--- config.mk ---
export PLATFORM = sky130hd
export DESIGN_NAME = gpio_expander_regs
export DESIGN_NICKNAME = d
export VERILOG_FILES = /design/src/rtl/gpx_pkg.sv /design/src/rtl/gpx_sync.sv /design/src/rtl/gpx_xfer_ctrl.sv /design/src/rtl/gpx_reg_bank.sv /design/src/rtl/gpio_expander_regs.sv
export SDC_FILE = /design/constraint.sdc
export NUM_CORES = 1
export LEC_CHECK = 0
export BUFFER_PORTS_ARGS = -buffer_cell sky130_fd_sc_hd__buf_4
export CAP_MARGIN = 20
export CORE_MARGIN = 4
export CORE_UTILIZATION = 57
export DETAILED_ROUTE_END_ITERATION = 7
export MAX_ROUTING_LAYER = met4
export PLACE_DENSITY = 0.94
export SETUP_SLACK_MARGIN = 0.3
export SLEW_MARGIN = 0
export SYNTH_ARGS = -nofsm -noshare
export SYNTH_HDL_FRONTEND = slang
export SYNTH_HIERARCHICAL = 1
export SYNTH_SLANG_ARGS = --single-unit
--- constraint.sdc ---
create_clock -name clk -period 2.65 [get_ports clk]
set_clock_uncertainty 0.05 [all_clocks]
set_input_delay 0.53 -clock clk [delete_from_list [all_inputs] [get_ports clk]]
set_output_delay 0.53 -clock clk [all_outputs]
set_load 0.01 [all_outputs]
--- src/rtl/gpx_pkg.sv ---
package gpx_pkg;
  typedef enum logic [1:0] {
    SEL_INPUT    = 2'd0,
    SEL_OUTPUT   = 2'd1,
    SEL_POLARITY = 2'd2,
    SEL_DIR      = 2'd3
  } sel_e;

  localparam int SEL_W = 2;
endpackage

--- src/rtl/gpx_sync.sv ---
module gpx_sync #(
  parameter int WIDTH  = 8,
  parameter int STAGES = 2
) (
  input  logic             clk,
  input  logic             rst,
  input  logic [WIDTH-1:0] d,
  output logic [WIDTH-1:0] q
);
  logic [WIDTH-1:0] chain [STAGES];

  generate
    for (genvar s = 0; s < STAGES; s++) begin : g_stage
      if (s == 0) begin : g_head
        always_ff @(posedge clk) begin
          if (rst) chain[0] <= '0;
          else     chain[0] <= d;
        end
      end else begin : g_tail
        always_ff @(posedge clk) begin
          if (rst) chain[s] <= '0;
          else     chain[s] <= chain[s-1];
        end
      end
    end
  endgenerate

  assign q = chain[STAGES-1];
endmodule

--- src/rtl/gpx_xfer_ctrl.sv ---
module gpx_xfer_ctrl
  import gpx_pkg::*;
#(
  parameter int DATA_W = 8
) (
  input  logic              clk,
  input  logic              rst,
  input  logic              addr_hit,
  input  logic              addr_rd,
  input  logic              wr_valid,
  input  logic              wr_first,
  input  logic [DATA_W-1:0] wr_byte,
  input  logic              stop,
  output sel_e              sel_ptr,
  output logic              reg_we,
  output logic              cmd_load
);
  logic in_write;
  logic cmd_seen;

  // A byte counts only while a write transaction is open.
  assign cmd_load = wr_valid && wr_first && in_write;
  assign reg_we   = wr_valid && !wr_first && in_write && cmd_seen;

  always_ff @(posedge clk) begin
    if (rst) begin
      in_write <= 1'b0;
      cmd_seen <= 1'b0;
    end else if (addr_hit) begin
      in_write <= !addr_rd;
      cmd_seen <= 1'b0;
    end else if (stop) begin
      in_write <= 1'b0;
      cmd_seen <= 1'b0;
    end else if (cmd_load) begin
      cmd_seen <= 1'b1;
    end
  end

  always_ff @(posedge clk) begin
    if (rst)           sel_ptr <= SEL_INPUT;
    else if (cmd_load) sel_ptr <= sel_e'(wr_byte[SEL_W-1:0]);
  end
endmodule

--- src/rtl/gpx_reg_bank.sv ---
module gpx_reg_bank
  import gpx_pkg::*;
#(
  parameter int DATA_W = 8
) (
  input  logic              clk,
  input  logic              rst,
  input  logic              reg_we,
  input  sel_e              sel_ptr,
  input  logic [DATA_W-1:0] wdata,
  input  logic [DATA_W-1:0] pin_sync,
  input  logic              rd_req,
  output logic [DATA_W-1:0] rd_data,
  output logic              rd_valid,
  output logic [DATA_W-1:0] out_q,
  output logic [DATA_W-1:0] dir_q
);
  localparam logic [DATA_W-1:0] OUT_RST = '1;
  localparam logic [DATA_W-1:0] POL_RST = '0;
  localparam logic [DATA_W-1:0] DIR_RST = '1;

  logic [DATA_W-1:0] pol_q;
  logic [DATA_W-1:0] rd_mux;

  always_ff @(posedge clk) begin
    if (rst) begin
      out_q <= OUT_RST;
      pol_q <= POL_RST;
      dir_q <= DIR_RST;
    end else if (reg_we) begin
      case (sel_ptr)
        SEL_OUTPUT:   out_q <= wdata;
        SEL_POLARITY: pol_q <= wdata;
        SEL_DIR:      dir_q <= wdata;
        default:      ;
      endcase
    end
  end

  always_comb begin
    case (sel_ptr)
      SEL_INPUT:    rd_mux = pin_sync ^ pol_q;
      SEL_OUTPUT:   rd_mux = out_q;
      SEL_POLARITY: rd_mux = pol_q;
      default:      rd_mux = dir_q;
    endcase
  end

  always_ff @(posedge clk) begin
    if (rst) begin
      rd_data  <= '0;
      rd_valid <= 1'b0;
    end else begin
      rd_valid <= rd_req;
      if (rd_req) rd_data <= rd_mux;
    end
  end
endmodule

--- src/rtl/gpio_expander_regs.sv ---
module gpio_expander_regs
  import gpx_pkg::*;
#(
  parameter int DATA_W      = 8,
  parameter int SYNC_STAGES = 2
) (
  input  logic              clk,
  input  logic              rst,
  input  logic              addr_hit,
  input  logic              addr_rd,
  input  logic              wr_valid,
  input  logic              wr_first,
  input  logic [DATA_W-1:0] wr_byte,
  input  logic              rd_req,
  input  logic              stop,
  output logic [DATA_W-1:0] rd_data,
  output logic              rd_valid,
  input  logic [DATA_W-1:0] pin_in,
  output logic [DATA_W-1:0] pin_oe,
  output logic [DATA_W-1:0] pin_out
);
  sel_e              sel_ptr;
  logic              reg_we;
  logic              cmd_load;
  logic [DATA_W-1:0] pin_sync;
  logic [DATA_W-1:0] out_q;
  logic [DATA_W-1:0] dir_q;

  gpx_sync #(.WIDTH(DATA_W), .STAGES(SYNC_STAGES)) u_sync (
    .clk (clk),
    .rst (rst),
    .d   (pin_in),
    .q   (pin_sync)
  );

  gpx_xfer_ctrl #(.DATA_W(DATA_W)) u_ctrl (
    .clk      (clk),
    .rst      (rst),
    .addr_hit (addr_hit),
    .addr_rd  (addr_rd),
    .wr_valid (wr_valid),
    .wr_first (wr_first),
    .wr_byte  (wr_byte),
    .stop     (stop),
    .sel_ptr  (sel_ptr),
    .reg_we   (reg_we),
    .cmd_load (cmd_load)
  );

  gpx_reg_bank #(.DATA_W(DATA_W)) u_bank (
    .clk      (clk),
    .rst      (rst),
    .reg_we   (reg_we),
    .sel_ptr  (sel_ptr),
    .wdata    (wr_byte),
    .pin_sync (pin_sync),
    .rd_req   (rd_req),
    .rd_data  (rd_data),
    .rd_valid (rd_valid),
    .out_q    (out_q),
    .dir_q    (dir_q)
  );

  assign pin_oe  = ~dir_q;
  assign pin_out = out_q;
endmodule

* After elaboration in Yosys (flattened, before gate mapping)
Memory sizes are Yosys's and may differ from the RTL's.
Cells that the tools add are included.
** Storage, ports and cells
- Register bits after elaboration :: 37
- Bits in writable memories :: 16
- Bits of input ports :: 24
- Word-level logic and storage cells :: 37
- Memories kept :: 1
** Memory list
- u_sync.chain :: depth 2, width 8, read ports 2, clocked after Yosys merged registers in 0, wr ports 2, line gpx_sync.sv:10 : logic [WIDTH-1:0] chain [STAGES];
** Operators by class
- Equality and inequality tests :: 3
- Mux-type cells :: 8
- Bitwise gates (word level) :: 4
- Reductions and logical operators :: 13
** Operator list (count)
- $pmux 8 s3 :: 1
- $mux 8 :: 2
- $not 8->8 :: 1
- $xor 8x8->8 :: 1
- $reduce_and 2->1 :: 3
- $logic_and 1x1->1 :: 5
- $mux 1 :: 5
- $eq 2x2->1 const B :: 2
- $reduce_or 3->1 :: 1
- $eq 2x1->1 const B :: 1
- $logic_not 1->1 :: 2
- $logic_not 2->1 :: 1
- $or 1x1->1 :: 2
- $reduce_bool 2->1 :: 1

* Logic depth before layout (Yosys ltp)
- Word-level depth :: 5
- Depth in mapped cells :: 6

* Modules after synthesis
The synthesis kept the hierarchy.
** Modules (own cells, without submodules)
- gpx_reg_bank :: instances 1, cells each 171, area each 1503.9 sq um
- gpx_sync :: instances 1, cells each 33, area each 464.2 sq um
- gpx_xfer_ctrl :: instances 1, cells each 18, area each 180.2 sq um
- gpio_expander_regs :: instances 1, cells each 8, area each 30.0 sq um

* Worst setup path after synthesis
OpenSTA, ideal clock, no wires.
- Path type :: input to register
- Start :: input wr_first
- End :: register u_bank.out_q[5]
- Setup time :: 122 ps
- Arrival :: 1379 ps
- Data required time :: 2478 ps
- Setup slack :: 1099 ps
- Stages on the path :: 6
- Cells stage by stage :: and4b_1 > nand2_1 > or2_1 > clkbuf_1 > nand2_1 > nand3b_1
** Between the ends
- Cells in the longest elaborated chain, start to end :: 5
** Ends and longest elaborated chain
- start: declaration :: line gpio_expander_regs.sv:12 : input logic wr_first,
- $logic_not 1->1 :: line gpx_xfer_ctrl.sv:23 : assign reg_we = wr_valid && !wr_first && in_write && cmd_seen;
- $logic_and 1x1->1 (3 in a row) :: line gpx_xfer_ctrl.sv:23
- $reduce_and 2->1 (no source line)
- end signal: assignment :: line gpx_reg_bank.sv:32 : SEL_OUTPUT: out_q <= wdata;
- end: declaration :: line gpx_reg_bank.sv:15 : output logic [DATA_W-1:0] out_q,
No other way between the ends.
A chain may end at the register's enable or synchronous reset.

* Final worst setup path
- Start :: register u_ctrl.sel_ptr[1]
- End :: register u_bank.dir_q[0]
** Between the ends
- Cells in the longest elaborated chain, start to end :: 2
** Ends and longest elaborated chain
- start: declaration :: line gpx_xfer_ctrl.sv:14 : output sel_e sel_ptr,
- start signal: assignment :: line gpx_xfer_ctrl.sv:42 : else if (cmd_load) sel_ptr <= sel_e'(wr_byte[SEL_W-1:0]);
- $eq 2x2->1 :: line gpx_reg_bank.sv:31 : case (sel_ptr)
- $reduce_and 2->1 (no source line)
- end signal: assignment :: line gpx_reg_bank.sv:34 : SEL_DIR: dir_q <= wdata;
- end: declaration :: line gpx_reg_bank.sv:16 : output logic [DATA_W-1:0] dir_q
No other way between the ends.

==> results.toml <==
[worst_setup_path]
worstSetupPathType = "flip-flop to flip-flop"
cp_max_fo = 12
cpPeakStageDelay_ns = 0.54
crit_family = "simple AND/OR/NAND/NOR gates"
required_ns = 2.79
cp_num_buf_inv = 1
timing.critical_path.from_type = "flip-flop"
end_kind = "flip-flop"
path_cells = "buf_4 > nand3_1 > nand2_1 > nand3b_1"
crit_slowest_cell = "dfxtp_1"
worstPathArrival_ns = 1.71
regToRegSetupSlack_ns = 1.07

[synth]
syn_area_mm2 = 0.00218
ys.flop_type = "dfxtp_1"
ys_seq_area_share_pct = 48.7
synth-seq-cells = 53
synthCells = 230
synth_edf_count = 0
ys_warn_count = 6
avgSynthCellArea_um2 = 9.47
yosys-top-cells-area = "dfxtp_1 49%, mux2i_1 8.3%, nand2_1 7.1%"
async_flop_share_pct = 0
synth_cell_type_count = 27
synth_nets = 254
synth_top_cell_area_share_pct = 48.7
synth_area_leader_cell = "dfxtp_1"

[clock_tree]
htreeDepth = 2
cts_buffers = 5
clk_latency_ns = 0.30
cts_tree = "yes"
clk_path_buf_depth = 2
cts_setup_buffers = 0
hold_buffers = 0
cts_root_buf = "clkbuf_8"
cts_sinks = 53
clk_pin_slew_worst_paths_ns = 0.08
cts_resized = 0

[timing]
setup_viol = 0
slew_violations = 0
min_period_ns = 1.58
fin_setup_tns_ns = 0
hold_viol = 0
fin_crit_sh_pct = 59.5
rsz0062_at_grt = "no"
tightestPinTransition_ns = 0.526
max_slew_margin_pct = 64.8
fmax_mhz = 634

[pwr]
ir_worst_vdd_mv = 0.389
p_leak_nw = 1.22
power.density_mw_per_mm2 = 519
power_mw = 1.36

[route]
antenna_left = 0
drt-initial-drc-count = 71
wirelength_mm = 4.30
dr.pass1.iters = 4
avgRoutedWirePerCell_um = 13.4
drc = 0
via_per_inst = 5.16
vias = 1660

[cells_and_area]
areaGrowthSynthToFinish_pct = 19.9
nNetsFinal = 298
drive_above_1_share_pct = 25.5
num_antenna_cells = 0

[grt]
use_met2_pct = 32.0
grt-ovfl-total = 0
antenna_found_initial = 0
met3_usage_pct = 6.09
grt_pass1_wl_mm = 7.01
grtUsageTotal_pct = 18.6
grtUsageMet1_pct = 20.3
grt_pass1_vias = 1553
grt_max_degree = 56
busiest_layer = "met2"

[floorplan]
core_area_mm2 = 0.00369
rows = 22
initial_utilization_pct = 59.1
die_area_mm2 = 0.00487
io_pins = 49
die_y_um = 69.8
die_w_um = 69.8

[hold_path]
hold_class = "input port to flip-flop"

[run_status]
status = "finished clean"

[placed_design]
portBuffers = 48
gp_congestion = 0.753
hpwl_mm = 3.01

[job]
maxCapViolations = 0
layer usage:
| layer | share of wire, % | vias up |
|---|---|---|
| met1 | 40 | 772 |
| li1 | - | 829 |
| met5 | 0 | - |
| met3 | 6.9 | 8 |
| met2 | 52 | 51 |
| met4 | 1.3 | 0 |
worst register-to-register path, cell delays in order (launching register included):
cell,delay [ns]
dfxtp_1,0.54
buf_4,0.30
nand3_1,0.31
nand2_1,0.17
nand3b_1,0.09
sequential cells by signal, summed over array words and instances, names as in the netlist:
name             count
u_ctrl/in_write      1
u_bank/rd_data       8
u_bank/pol_q         8
u_ctrl/cmd_seen      1
u_bank/out_q         8
u_bank/dir_q         8
u_sync/chain        16
u_ctrl/sel_ptr       2
u_bank/rd_valid      1
metrics by stage:
| step | area (µm²) | hold WS (ns) | instances | utilization [%] | setup WS [ns] |
|---|---|---|---|---|---|
| final | 2610 | 0.389 | 322 | 70.8 | 1.07 |
| after global routing | 2610 | 0.373 | 322 | 70.8 | 0.958 |
| after CTS | 2610 | 0.381 | 322 | 70.8 | 1.09 |
| after detailed placement | 2530 | 0.378 | 315 | 68.5 | 0.801 |
| after global placement | 2530 | 0.370 | 315 | 68.5 | 0.852 |
| after floorplan | 2180 | 0.364 | 230 | - | 1.10 |
cells in the final DEF (no fill, tap or decap), types with 7 or more instances in the layout:
cell,netlist,layout
xnor2_1,8,8
nor2b_2,7,7
inv_1,8,8
mux2i_1,18,18
a21oi_1,9,9
nand2_1,41,41
buf_4,3,50
nor2_1,8,8
o211ai_1,8,8
dfxtp_1,53,53
nand3b_1,17,17
nand2b_1,20,20
cell type report:
cell class | count | area (µm²)
repair buffers | 50 | 375
flip-flops and latches | 53 | 1060
inverters | 8 | 30.0
well taps | 48 | 60.1
multi-input cells | 156 | 1000
clock buffers | 7 | 86.3
fillers | 286 | 1080
Yosys cell counts (4+ instances only):
library cell / number
dfxtp_1: 53
nand2_1: 41
nand2b_1: 20
mux2i_1: 18
nand3b_1: 17
a21oi_1: 9
inv_1: 8
nor2_1: 8
o211ai_1: 8
xnor2_1: 8
nor2b_2: 7
and2b_2: 6
clkbuf_1: 5
nor2b_1: 4
cell families after synthesis:
group | share of synthesized area [%]
xor+xnor | 3.22
mux | 8.27
buf+inv | 5.40
compound gates | 5.17
flops | 48.7
simple gates | 29.2
power breakdown:
| group | switching [mW] | internal (mW) | leakage (nW) |
|---|---|---|---|
| Sequential | 0.00572 | 0.812 | 0.432 |
| Combinational | 0.0390 | 0.0536 | 0.744 |
| Clock | 0.238 | 0.208 | 0.0443 |
| Total | 0.283 | 1.07 | 1.22 |
worst paths after layout:
check | startpoint | end | cells after the start
max | u_ctrl/sel_ptr[1]$_SDFFE_PP0P_ | u_bank/dir_q[0]$_SDFFE_PP1P_ | 4
min | pin_in[4] | u_sync/chain[0][4]$_SDFF_PP0_ | 2
max reg2reg | u_ctrl/sel_ptr[1]$_SDFFE_PP0P_ | u_bank/dir_q[0]$_SDFFE_PP1P_ | 4
min reg2reg | u_sync/chain[0][1]$_SDFF_PP0_ | u_sync/chain[1][1]$_SDFF_PP0_ | 1
(Power assumes the default switching activity.)
